## config.mk

```make
export PLATFORM = sky130hd
export DESIGN_NAME = ln_crc_inserter
export DESIGN_NICKNAME = d
export VERILOG_FILES = /design/src/rtl/ln_crc_pkg.sv /design/src/rtl/ins_slot_seq.sv /design/src/rtl/ln_word_enc.sv /design/src/rtl/ln_crc_lane.sv /design/src/rtl/ln_crc_inserter.sv
export SDC_FILE = /design/constraint.sdc
export NUM_CORES = 1
export LEC_CHECK = 0
export BUFFER_PORTS_ARGS = -buffer_cell sky130_fd_sc_hd__buf_4
export CORE_MARGIN = 2
export CORE_UTILIZATION = 64
export DETAILED_ROUTE_END_ITERATION = 10
export HOLD_SLACK_MARGIN = 0.05
export PLACE_DENSITY = 0.95
export SLEW_MARGIN = 20
export SYNTH_ARGS = -nofsm -noshare
export SYNTH_HDL_FRONTEND = slang
export SYNTH_SLANG_ARGS = --single-unit
```

## constraint.sdc

```tcl
create_clock -name clk_i -period 3.6 [get_ports clk_i]
set_input_delay 0.36 -clock clk_i [delete_from_list [all_inputs] [get_ports clk_i]]
set_output_delay 0.36 -clock clk_i [all_outputs]
set_load 0.005 [all_outputs]
```

## src/rtl/ln_crc_pkg.sv

```systemverilog
package ln_crc_pkg;
  localparam int WORD_W = 10;
  localparam int CRC_W  = 18;
  localparam int LINE_W = 11;
  // taps after right shift for x^18 + x^5 + x^4 + 1, LSB-first
  localparam logic [CRC_W-1:0] CRC_TAPS = (CRC_W'(1) << (CRC_W-1)) |
                                          (CRC_W'(1) << (CRC_W-5)) |
                                          (CRC_W'(1) << (CRC_W-6));

  typedef enum logic [2:0] {
    SLOT_IDLE, SLOT_LN0, SLOT_LN1, SLOT_CR0, SLOT_CR1
  } slot_e;

  function automatic logic [CRC_W-1:0] crc_word_step(
    input logic [CRC_W-1:0]  c,
    input logic [WORD_W-1:0] w
  );
    logic [CRC_W-1:0] r;
    logic fb;
    r = c;
    for (int i = 0; i < WORD_W; i++) begin
      fb = r[0] ^ w[i];
      r  = (r >> 1) ^ (fb ? CRC_TAPS : '0);
    end
    return r;
  endfunction
endpackage

```

## src/rtl/ins_slot_seq.sv

```systemverilog
module ins_slot_seq
  import ln_crc_pkg::*;
(
  input  logic              clk_i,
  input  logic              rst_ni,
  input  logic              eav_end_i,
  input  logic [LINE_W-1:0] line_i,
  output slot_e             slot_o,
  output logic [LINE_W-1:0] line_o
);
  slot_e slot_q, slot_d;
  logic [LINE_W-1:0] line_q;

  always_comb begin
    if (eav_end_i) slot_d = SLOT_LN0;
    else begin
      case (slot_q)
        SLOT_LN0: slot_d = SLOT_LN1;
        SLOT_LN1: slot_d = SLOT_CR0;
        SLOT_CR0: slot_d = SLOT_CR1;
        default:  slot_d = SLOT_IDLE;
      endcase
    end
  end

  always_ff @(posedge clk_i or negedge rst_ni) begin
    if (!rst_ni) begin
      slot_q <= SLOT_IDLE;
      line_q <= '0;
    end else begin
      slot_q <= slot_d;
      if (eav_end_i) line_q <= line_i;
    end
  end

  assign slot_o = slot_q;
  assign line_o = line_q;

  AST_SLOT_START: assert property (@(posedge clk_i) disable iff (!rst_ni)
    eav_end_i |=> slot_q == SLOT_LN0);
  AST_SLOT_ORDER: assert property (@(posedge clk_i) disable iff (!rst_ni)
    (slot_q == SLOT_LN0 && !eav_end_i) |=> slot_q == SLOT_LN1);
  AST_LINE_HELD: assert property (@(posedge clk_i) disable iff (!rst_ni)
    !eav_end_i |=> $stable(line_q));
endmodule

```

## src/rtl/ln_word_enc.sv

```systemverilog
module ln_word_enc
  import ln_crc_pkg::*;
(
  input  logic [LINE_W-1:0] line_i,
  output logic [WORD_W-1:0] ln0_o,
  output logic [WORD_W-1:0] ln1_o
);
  always_comb begin
    ln0_o = {~line_i[6], line_i[6:0], 2'b00};
    ln1_o = {1'b1, 3'b000, line_i[10:7], 2'b00};
  end
endmodule

```

## src/rtl/ln_crc_lane.sv

```systemverilog
module ln_crc_lane
  import ln_crc_pkg::*;
(
  input  logic              clk_i,
  input  logic              rst_ni,
  input  logic              act_start_i,
  input  slot_e             slot_i,
  input  logic [WORD_W-1:0] ln0_i,
  input  logic [WORD_W-1:0] ln1_i,
  input  logic [WORD_W-1:0] word_i,
  output logic [WORD_W-1:0] word_o
);
  logic [CRC_W-1:0]  crc_q;
  logic              acc_on_q;
  logic [WORD_W-1:0] sub_w;
  logic [WORD_W-1:0] word_q;

  always_comb begin
    case (slot_i)
      SLOT_LN0: sub_w = ln0_i;
      SLOT_LN1: sub_w = ln1_i;
      SLOT_CR0: sub_w = {~crc_q[8], crc_q[8:0]};
      SLOT_CR1: sub_w = {~crc_q[17], crc_q[17:9]};
      default:  sub_w = word_i;
    endcase
  end

  always_ff @(posedge clk_i or negedge rst_ni) begin
    if (!rst_ni) begin
      crc_q    <= '0;
      acc_on_q <= 1'b0;
      word_q   <= '0;
    end else begin
      word_q <= sub_w;
      if (act_start_i) begin
        crc_q    <= crc_word_step('0, sub_w);
        acc_on_q <= 1'b1;
      end else begin
        if (acc_on_q) crc_q <= crc_word_step(crc_q, sub_w);
        if (slot_i == SLOT_LN1) acc_on_q <= 1'b0;
      end
    end
  end

  assign word_o = word_q;

  AST_CRC_HOLD: assert property (@(posedge clk_i) disable iff (!rst_ni)
    (!act_start_i && !acc_on_q) |=> $stable(crc_q));
  AST_ACC_STOP: assert property (@(posedge clk_i) disable iff (!rst_ni)
    (slot_i == SLOT_LN1 && !act_start_i) |=> !acc_on_q);
  AST_B9_INV: assert property (@(posedge clk_i) disable iff (!rst_ni)
    (slot_i != SLOT_IDLE) |=> (word_o[9] == ~word_o[8]));
  AST_RESV_ZERO: assert property (@(posedge clk_i) disable iff (!rst_ni)
    (slot_i == SLOT_LN0 || slot_i == SLOT_LN1) |=> word_o[1:0] == 2'b00);
endmodule

```

## src/rtl/ln_crc_inserter.sv

```systemverilog
module ln_crc_inserter
  import ln_crc_pkg::*;
#(
  parameter int NUM_STREAMS = 2
) (
  input  logic        clk_i,
  input  logic        rst_ni,
  input  logic [9:0]  ds1_i,
  input  logic [9:0]  ds2_i,
  input  logic        act_start_i,
  input  logic        eav_end_i,
  input  logic [10:0] line_i,
  output logic [9:0]  ds1_o,
  output logic [9:0]  ds2_o
);
  slot_e             slot_w;
  logic [LINE_W-1:0] line_w;
  logic [WORD_W-1:0] ln0_w, ln1_w;
  logic [WORD_W-1:0] in_w  [NUM_STREAMS];
  logic [WORD_W-1:0] out_w [NUM_STREAMS];

  assign in_w[0] = ds1_i;
  assign in_w[1] = ds2_i;

  ins_slot_seq i_seq (
    .clk_i     (clk_i),
    .rst_ni    (rst_ni),
    .eav_end_i (eav_end_i),
    .line_i    (line_i),
    .slot_o    (slot_w),
    .line_o    (line_w)
  );

  ln_word_enc i_enc (
    .line_i (line_w),
    .ln0_o  (ln0_w),
    .ln1_o  (ln1_w)
  );

  for (genvar s = 0; s < NUM_STREAMS; s++) begin : g_lane
    ln_crc_lane i_lane (
      .clk_i       (clk_i),
      .rst_ni      (rst_ni),
      .act_start_i (act_start_i),
      .slot_i      (slot_w),
      .ln0_i       (ln0_w),
      .ln1_i       (ln1_w),
      .word_i      (in_w[s]),
      .word_o      (out_w[s])
    );
  end

  assign ds1_o = out_w[0];
  assign ds2_o = out_w[1];

  AST_PASS_THRU: assert property (@(posedge clk_i) disable iff (!rst_ni)
    (slot_w == SLOT_IDLE) |=> (ds1_o == $past(ds1_i) && ds2_o == $past(ds2_i)));
endmodule

```

## Word level (Yosys, flattened, before mapping)

Cells that the tools add are included.

- Reductions and logical operators: 2
- Bitwise operators: 81
- Eq/ne operators: 4
- Multiplexer cells: 50

Operator list:

| cell | number |
|---|---|
| 18-bit 2-to-1 mux | 44 |
| 17-bit by 18-bit XOR with 18-bit output | 38 |
| 10-bit case mux with 4 select lines | 2 |
| 1-bit XOR | 38 |
| 3-bit case mux with 3 select lines | 1 |
| 3-bit by 2-bit equality test with 1-bit output, second input constant | 2 |
| 1-bit inverter | 5 |
| 2-bit nonzero test | 2 |
| 3-bit by 1-bit equality test with 1-bit output, second input constant | 1 |
| 3-bit equality test, second input constant | 1 |
| 3-bit 2-to-1 mux | 1 |
| 1-bit 2-to-1 mux | 2 |

- Output and inout bits: 20
- Bits in registers: 71
- Logic and storage cells: 144
- Input port bits: 35

## Depth between registers and ports, before layout

Gate-level depths: netlist of the first run.

- Depth after elaboration: 34
- Depth in mapped cells: 10

## By module

A second synthesis of the first run with hierarchy kept.

- Cells, all modules: 500
- Area, all modules: 5218.8 um2

By module, submodules not included:

| module | cells each | times used | area an instance (um2) | sequential area each (um2) |
|---|---|---|---|---|
| ln_crc_lane (g_lane[0].i_lane) | 217 | 1 | 2306.0 | 725.7 |
| ln_crc_lane (g_lane[1].i_lane) | 229 | 1 | 2210.9 | 725.7 |
| ins_slot_seq | 32 | 1 | 548.0 | 350.3 |
| ln_word_enc | 22 | 1 | 153.9 | 0.0 |

## Worst setup path after synthesis of the first run

OpenSTA, ideal clock, no wires.

- Path type: register to register
- From: register i_seq.slot_q[1], in the netlist i_seq.slot_o[1]
- To: register g_lane[0].i_lane.crc_q[8]
- Required time: 3.496 ns
- Path buffers: 3
- Path slack: 1.261 ns
- Clock period less this slack: 2.339 ns
- Arrival time: 2.235 ns
- Setup time: 0.104 ns
- Stages on the path, launching flop included: 8
- Cells stage by stage: dfrtp_1 buf_2 buf_2 buf_1 a21oi_1 a311oi_1 xor3_1 a221oi_1

- Longest elaborated chain between the ends: 16
- Elaborated cells between the ends (all ways): 37
- Classes of those cells: eq/ne (4); mux (9); bitwise (24)

Ends and longest elaborated chain:

| item | line | text |
|---|---|---|
| from (decl) | ins_slot_seq.sv:11 | `slot_e slot_q, slot_d;` |
| from (signal assigned) | ins_slot_seq.sv:31 | `slot_q <= slot_d;` |
| 3-bit equality test (tied with other cells) | ln_crc_lane.sv:19 | `case (slot_i)` |
| 10-bit case mux with 4 select lines (*) | ln_crc_lane.sv:19 |  |
| 1-bit XOR | ln_crc_pkg.sv:22 | `fb = r[0] ^ w[i];` |
| 18-bit 2-to-1 mux | ln_crc_pkg.sv:23 | `r = (r >> 1) ^ (fb ? CRC_TAPS : '0);` |
| 17-bit by 18-bit XOR with 18-bit output (10 in a row) | ln_crc_pkg.sv:23 |  |
| 18-bit 2-to-1 mux | ln_crc_lane.sv:39 | `if (acc_on_q) crc_q <= crc_word_step(crc_q, sub_w);` |
| 18-bit 2-to-1 mux (*) | ln_crc_lane.sv:35 | `if (act_start_i) begin` |
| to (signal assigned) | ln_crc_lane.sv:36 | `crc_q <= crc_word_step('0, sub_w);` |
| to (signal assigned) | ln_crc_lane.sv:39 |  |
| to (decl) | ln_crc_lane.sv:13 | `logic [CRC_W-1:0] crc_q;` |

Mark *: on every way between the ends. The rest lies on a longest branch, timed or not. The select of a mux whose other input is x is not followed.
A chain may end at the register's enable or synchronous reset.

## Final worst setup path of the first run

- From: register i_seq.slot_q[1], in the netlist i_seq.slot_o[1]
- To: register g_lane[1].i_lane.crc_q[6]

- Elaborated cells between the ends (all ways): 31
- Classes of those cells: eq/ne (4); mux (7); bitwise (20)

RTL lines:

| item | line | text |
|---|---|---|
| 3-bit equality test (tied with other cells) | ln_crc_lane.sv:19 |  |
| 10-bit case mux with 4 select lines (*) | ln_crc_lane.sv:19 |  |
| via g_lane[1].i_lane.sub_w[3] | ln_crc_lane.sv:15 | `logic [WORD_W-1:0] sub_w;` |
| 1-bit XOR | ln_crc_pkg.sv:22 |  |
| 18-bit 2-to-1 mux | ln_crc_pkg.sv:23 |  |
| 17-bit by 18-bit XOR with 18-bit output (7 in a row) | ln_crc_pkg.sv:23 |  |
| 18-bit 2-to-1 mux | ln_crc_lane.sv:39 |  |
| 18-bit 2-to-1 mux (*) | ln_crc_lane.sv:35 |  |
| to (signal assigned) | ln_crc_lane.sv:36 |  |
| to (signal assigned) | ln_crc_lane.sv:39 |  |
| to (decl) | ln_crc_lane.sv:13 |  |

The timed path passes the listed nets; every way through them passes the cells marked *. The select of a mux whose other input is x is not followed.

==> impl_results.md, run 1 <==
* Num rows at 31
* Clock period minus worst slack at 2980 ps
* Remaining DRCs at 0
* Syn Nets at 512
* Starting Density at 66.6%
* CTS tree: built
* Routed vias/inst at 6.70
* Status: finished, final reports clean
* Final number of hold-violating endpoints at 0
* Register area share after synthesis at 36.4%
* DP HPWL at 8730 µm
* Crit path launch type: flip-flop
* Max Slew Vio Count at 0
* Worst path arrival time at 3230 ps
* Antenna violations before repair at 0
* Cell count after synthesis at 477
* Max Cap Viol at 0
* Clock skew at 8.15 ps
* Root Buffer: clkbuf_8
* Synth Warn # at 0
* Synthesized flop and latch total at 71
* Main synth FF type: dfrtp_1
* Period utilization at 82.9%
* GRT met1 Usage at 42.1%
* Most frequent cells in the layout: dfrtp_1, buf_4, a21oi_1
* Worst IR Drop VDD at 350 µV
* Area leader, netlist: dfrtp_1
* RSZ-0062 raised after global routing: false
* CTS sink cnt at 71
* Worst R2R Setup Slack at 620 ps
* Worst r2r src: i_seq.slot_o[1]
* H-Tree Depth at 3
* Total Power at 4.08 mW
* Synth top area share at 36.4%
* Initial DRC Count at 477
* Routability Congestion at 0.938
* Number of global-route vias before repair at 3958
* # nets final at 544
* CP Max Fanout at 20
* Grt ovf at 0
* CTS Hold Buffers Added at 0
* Worst-path clk slew at 70 ps
* P per Cell Area at 752 mW/mm²
* Async SR Flop Fraction at 100%
* DRT Pass-1 Iters at 5
* Met2 Usage GRT at 49.8%
* Remaining antenna violation count at 0
* Vias at 4085
* Min-delay worst type: in -> async
* First-pass GRT wire length at 20500 µm
* Die Span X at 91.4 µm
* Core area at 0.00733 mm²
* CP endpoint kind: flip-flop
* Die ar. at 0.00835 mm²
* # diodes at 0
* DRT Wirelength at 12900 µm
* Worst Path Required at 3840 ps
* Share of cells above drive strength 1 at 20.0%
* Setup-failing EPs final at 0
* # IOs at 55
* Distinct cells, synth at 66
* Synth area leaders: dfrtp_1, xnor3_1, xnor2_1
* Setup TNS at 0 ps
* R2r worst-path depth at 7
* Final instance area at 0.00543 mm²
* Highest Clock Rate at 335 MHz
* Final hold slack at 133 ps
* Worst slew pin tran at 1010 ps
* Synth Cell Area at 0.00488 mm²
* Normalized max-slew margin at 32.7%
* Busiest grt layer: met2
* Cell Area, Placed at 0.00526 mm²
* I/O Buffers at 54
* Wire per inst at 21.1 µm
* Leakage at 2.52 nW
* M3 GR Usage at 7.39%
* CTS Buf Count at 9
* Worst skew pair latency at 360 ps
* Setup bufs post-CTS at 0
* Commonest non-fill, non-tap cell in the layout: dfrtp_1
* Chip Height at 91.4 µm
* Critical path class: reg -> reg
* FF-to-FF End: g_lane[1].i_lane.crc_q[6]
* Post-synth EDFFs at 0
* Post-cts sizing count at 0
* Max clock buf depth at 2
* Tot GR Track Use at 31.8%
* Layout area overhead at 11.2%
* Largest net degree at the start of global routing at 72
* Mean Syn Cell Area at 10.2 µm²
## where the power goes
part	switching, mW	total, mW	internal (mW)
sequential	0.353	1.41	1.06
clock	0.294	0.588	0.294
combinational	0.936	2.09	1.15
## logic make-up (layout without fill, tap and decap cells)
| family | after synthesis | after routing | synth area share, % |
|---|---|---|---|
| buffers and inverters | 55 | 89 | 5.43 |
| and+or+nand+nor | 113 | 113 | 12.9 |
| DFF | 71 | 71 | 36.4 |
| xor gates and xnor gates | 69 | 69 | 18.1 |
| muxes | 28 | 28 | 6.02 |
| AOI/OAI and AO/OA | 141 | 141 | 21.1 |
## worst max path at each step
stage	startpoint	endpoint	depth (start not counted)
after detailed placement	i_seq.slot_o[1]	g_lane[1].i_lane.crc_q[6]	7
after CTS	i_seq.slot_o[1]	g_lane[1].i_lane.crc_q[6]	7
final	i_seq.slot_o[1]	g_lane[1].i_lane.crc_q[6]	7
after global placement	i_seq.slot_o[1]	g_lane[1].i_lane.crc_q[6]	7
after global routing	i_seq.slot_o[1]	g_lane[1].i_lane.crc_q[8]	7
after floorplan	i_seq.slot_o[1]	g_lane[0].i_lane.crc_q[8]	7
## critical path: stages (launching register included)
cell and delay [ps]:
dfrtp_1 650, buf_4 330, o21ai_1 300, and2_4 330
a2bb2oi_2 390, xnor2_2 210, xnor3_1 360, a221o_1 290
## cell usage after synthesis, types with 6 or more instances
master     n
nor2_1    27
a22o_1     8
nand2_1   13
nand3_1   12
nand2b_1   6
a21boi_0   6
xor2_1    20
o22a_1     7
dfrtp_1   71
and3_1    10
inv_1     17
clkbuf_1  21
mux2i_1   17
a21oi_1   35
nor2b_1    7
o21ai_0   25
xnor2_1   28
nor3_1    12
a22oi_1   12
a31oi_1    6
xnor3_1   12
mux2_2    11
## routing by layer
layer  wire (µm)  part of all wire, %
met5           0                    0
met4         412                  3.2
met3        1420                   11
met2        6080                   47
met1        4970                   39
## per-stage QoR
| step | util (%) | instances | setup WS [ps] |
|---|---|---|---|
| after floorplan | - | 477 | 1260 |
| after global placement | 71.8 | 597 | 761 |
| after detailed placement | 71.8 | 597 | 702 |
| after CTS | 74.1 | 610 | 678 |
| after global routing | 74.1 | 610 | 483 |
| final | 74.1 | 610 | 615 |
## state kept, by name (all words and copies together), names as in the netlist
name,flops
g_lane.i_lane.acc_on_q,1
g_lane.i_lane.crc_q,36
g_lane.i_lane.word_o,20
i_seq.line_o,11
i_seq.slot_o,3
## layout make-up
cell class,instances,area (µm²)
Multi-Input combinational cell,351,2840
Tap cell,99,124
Fill cell,487,1900
Inverter,17,63.8
Clock inverter,1,5.00
Sequential cell,71,1780
Clock buffer,12,165
Timing Repair Buffer,59,455
Power figures use the tool's default switching activity.
==> run 2: changes to the inputs <==
CORE_UTILIZATION = 54   (was 64)
PLACE_DENSITY = 0.86   (was 0.95)
clock period = 2.56 ns   (was 3.6 ns; I/O delays follow)
==> run 2 against run 1 <==
  * Routed wire length is 7.7% higher
  * Global-route usage down 2.8 points
  * Non-clock buffer count up 45
  * Clock power rose by 110%
  * Critical path type unchanged
==> impl_results.md, run 2 (synthesized netlist as in run 1, its figures left out) <==
* Min-delay worst type: in -> async (unchanged)
* Multi-input combinational cell area at 0.00290 mm² (was 0.00284 mm²)
* Total Power at 6.49 mW (was 4.08 mW)
* Leakage at 2.80 nW (was 2.52 nW)
* Worst R2R Setup Slack at 70 ps (was 620 ps)
* Crit path launch type: flip-flop (unchanged)
* Routed vias/inst at 6.34 (was 6.70)
* Setup-failing EPs final at 0 (unchanged)
* Remaining DRCs at 0 (unchanged)
* CTS Buf Count at 9 (unchanged)
* Storage element area at 0.00178 mm² (about the same)
* Worst Path Required at 2800 ps (was 3840 ps)
* Worst skew pair latency at 350 ps (was 360 ps)
* Worst path arrival time at 2740 ps (was 3230 ps)
* CP Max Fanout at 12 (was 20)
* Worst r2r src: i_seq.slot_o[1] (unchanged)
* P per Cell Area at 1090 mW/mm² (was 752 mW/mm²)
* Cell Area, Placed at 0.00562 mm² (was 0.00526 mm²)
* Grt ovf at 0 (unchanged)
* CTS sink cnt at 71 (unchanged)
* H-Tree Depth at 3 (unchanged)
* First-pass GRT wire length at 22200 µm (was 20500 µm)
* Tot GR Track Use at 29.0% (was 31.8%)
* Largest net degree at the start of global routing at 72 (unchanged)
* Layout Utilization at 67.9% (was 74.1%)
* Vias at 4237 (was 4085)
* CTS tree: built (unchanged)
* DP HPWL at 9870 µm (was 8730 µm)
* Max Slew Vio Count at 0 (unchanged)
* Filler Cells Inserted at 654 (was 487)
* Share of cells above drive strength 1 at 28.7% (was 20.0%)
* Commonest non-fill, non-tap cell in the layout: buf_4 (was dfrtp_1)
* Critical path class: reg -> reg (unchanged)
* Most frequent cells in the layout: buf_4, dfrtp_1, a21oi_1 (was dfrtp_1, buf_4, a21oi_1)
* Core area at 0.00876 mm² (was 0.00733 mm²)
* Worst-path clk slew at 80 ps (was 70 ps)
* Wire per inst at 20.8 µm (was 21.1 µm)
* R2r worst-path depth at 8 (was 7)
* Final number of hold-violating endpoints at 0 (unchanged)
* Routability Congestion at 0.932 (was 0.938)
* Initial DRC Count at 506 (was 477)
* Clock skew at 8.60 ps (was 8.15 ps)
* Normalized max-slew margin at 38.7% (was 32.7%)
* Root Buffer: clkbuf_8 (unchanged)
* Remaining antenna violation count at 0 (unchanged)
* Max clock buf depth at 2 (unchanged)
* Layout area overhead at 21.8% (was 11.2%)
* Starting Density at 55.7% (was 66.6%)
* Largest register by flop count: g_lane.i_lane.crc_q (unchanged)
* Max reg flops at 36 (unchanged)
* Worst IR Drop VDD at 418 µV (was 350 µV)
* Status: finished, final reports clean (unchanged)
* Max incr delay on CP at 610 ps (was 650 ps)
* Critical path cell sequence: buf_4 -> buf_4 -> nor4bb_1 -> a211o_1 -> a21oi_1 -> xnor3_1 -> xor2_1 -> o21ai_1 (was buf_4 -> o21ai_1 -> and2_4 -> a2bb2oi_2 -> xnor2_2 -> xnor3_1 -> a221o_1)
* Die Span X at 99.1 µm (was 91.4 µm)
* # nets final at 590 (was 544)
* Antenna violations before repair at 0 (unchanged)
* # diodes at 0 (unchanged)
* Highest Clock Rate at 401 MHz (was 335 MHz)
* Worst slew pin tran at 919 ps (was 1010 ps)
* Max Cap Viol at 0 (unchanged)
* Clock period minus worst slack at 2490 ps (was 2980 ps)
* Crit path max-delay family: simple AND/OR/NAND/NOR gates (was compound AO/OA/AOI/OAI gates)
* FF-to-FF End: g_lane[0].i_lane.crc_q[11] (was g_lane[1].i_lane.crc_q[6])
* Num rows at 34 (was 31)
* Final instance area at 0.00595 mm² (was 0.00543 mm²)
* Die ar. at 0.00982 mm² (was 0.00835 mm²)
* Period utilization at 97.4% (was 82.9%)
* CP endpoint kind: flip-flop (unchanged)
* DRT Wirelength at 13900 µm (was 12900 µm)
* Chip Height at 99.1 µm (was 91.4 µm)
* I/O Buffers at 54 (unchanged)
* Slowest cell on the critical path: nor4bb_1 (was dfrtp_1)
* DRT Pass-1 Iters at 6 (was 5)
* Bufs and invs on worst path at 2 (was 1)
* # IOs at 55 (unchanged)
* Crit-path most repeated cell: buf_4
* Number of global-route vias before repair at 4116 (was 3958)
run 2: changes by cell type in the layout (fill, tap and decap cells not counted), sizes merged:
cell    change
clkbuf      -1
buf        +45
bufinv      +4
and2        +1
run 2: cell type report:
class / instances / share of cell area, %
Multi-Input combinational cell: 352 / 48.7
Sequential cell: 71 / 29.9
Timing Repair Buffer: 104 / 13.5
Clock buffer: 11 / 2.38
Tap cell: 108 / 2.27
Clock inverter: 5 / 2.17
Inverter: 17 / 1.07
run 2: layer usage:
metal | share of wire (%) | GRT usage (%)
met1 | 43 | 41.6
met2 | 46 | 45.2
met3 | 8.4 | 5.41
met4 | 2.6 | 8.75
met5 | 0 | 0
run 2: where the power goes:
| part | switching (mW) | internal [mW] | total [mW] |
|---|---|---|---|
| Sequential | 0.471 | 1.49 | 1.96 |
| Clock | 0.443 | 0.775 | 1.22 |
| Combinational | 1.48 | 1.84 | 3.32 |
run 2: how the worst max path moves through the flow:
stage	start	to	slack [ps]	cells after the start
2_1_floorplan	i_seq.slot_o[1]	g_lane[0].i_lane.crc_q[8]	220	7
3_3_place_gp	i_seq.slot_o[1]	g_lane[1].i_lane.crc_q[10]	130	7
3_5_place_dp	i_seq.slot_o[1]	g_lane[0].i_lane.crc_q[9]	-2	7
4_1_cts	i_seq.slot_o[1]	g_lane[0].i_lane.crc_q[8]	10	9
5_1_grt	i_seq.slot_o[0]	g_lane[0].i_lane.crc_q[8]	-20	8
6_report	i_seq.slot_o[1]	g_lane[0].i_lane.crc_q[11]	70	8
run 2: per-stage QoR:
step | setup TNS [ps] | hold slack [ps] | cells | setup slack, ps
final | 0 | 31.8 | 668 | 65.8
after global routing | -33.8 | 96.9 | 668 | -21.9
after CTS | 0 | 72.0 | 666 | 10.6
after detailed placement | -1.55 | 454 | 650 | -1.55
after global placement | 0 | 437 | 650 | 125
after floorplan | 0 | -39.6 | 477 | 221
run 2: worst register-to-register path, delay by kind of cell, from the launching register on:
| family | cells | cell delay (ps) |
|---|---|---|
| AO/OA/AOI/OAI | 3 | 400 |
| XOR/XNOR | 2 | 560 |
| buffers and inverters | 2 | 370 |
| flip-flops | 1 | 450 |
| AND/OR/NAND/NOR | 1 | 620 |
run 2: timing repair:
item	CTS	global route
hold buffers	0	0
setup buffers	0	1
endpoints found under the setup margin	2	12
gates resized for setup	2	11
pin swaps	0	1
gates cloned	0	1
endpoints found under the hold margin	0	0
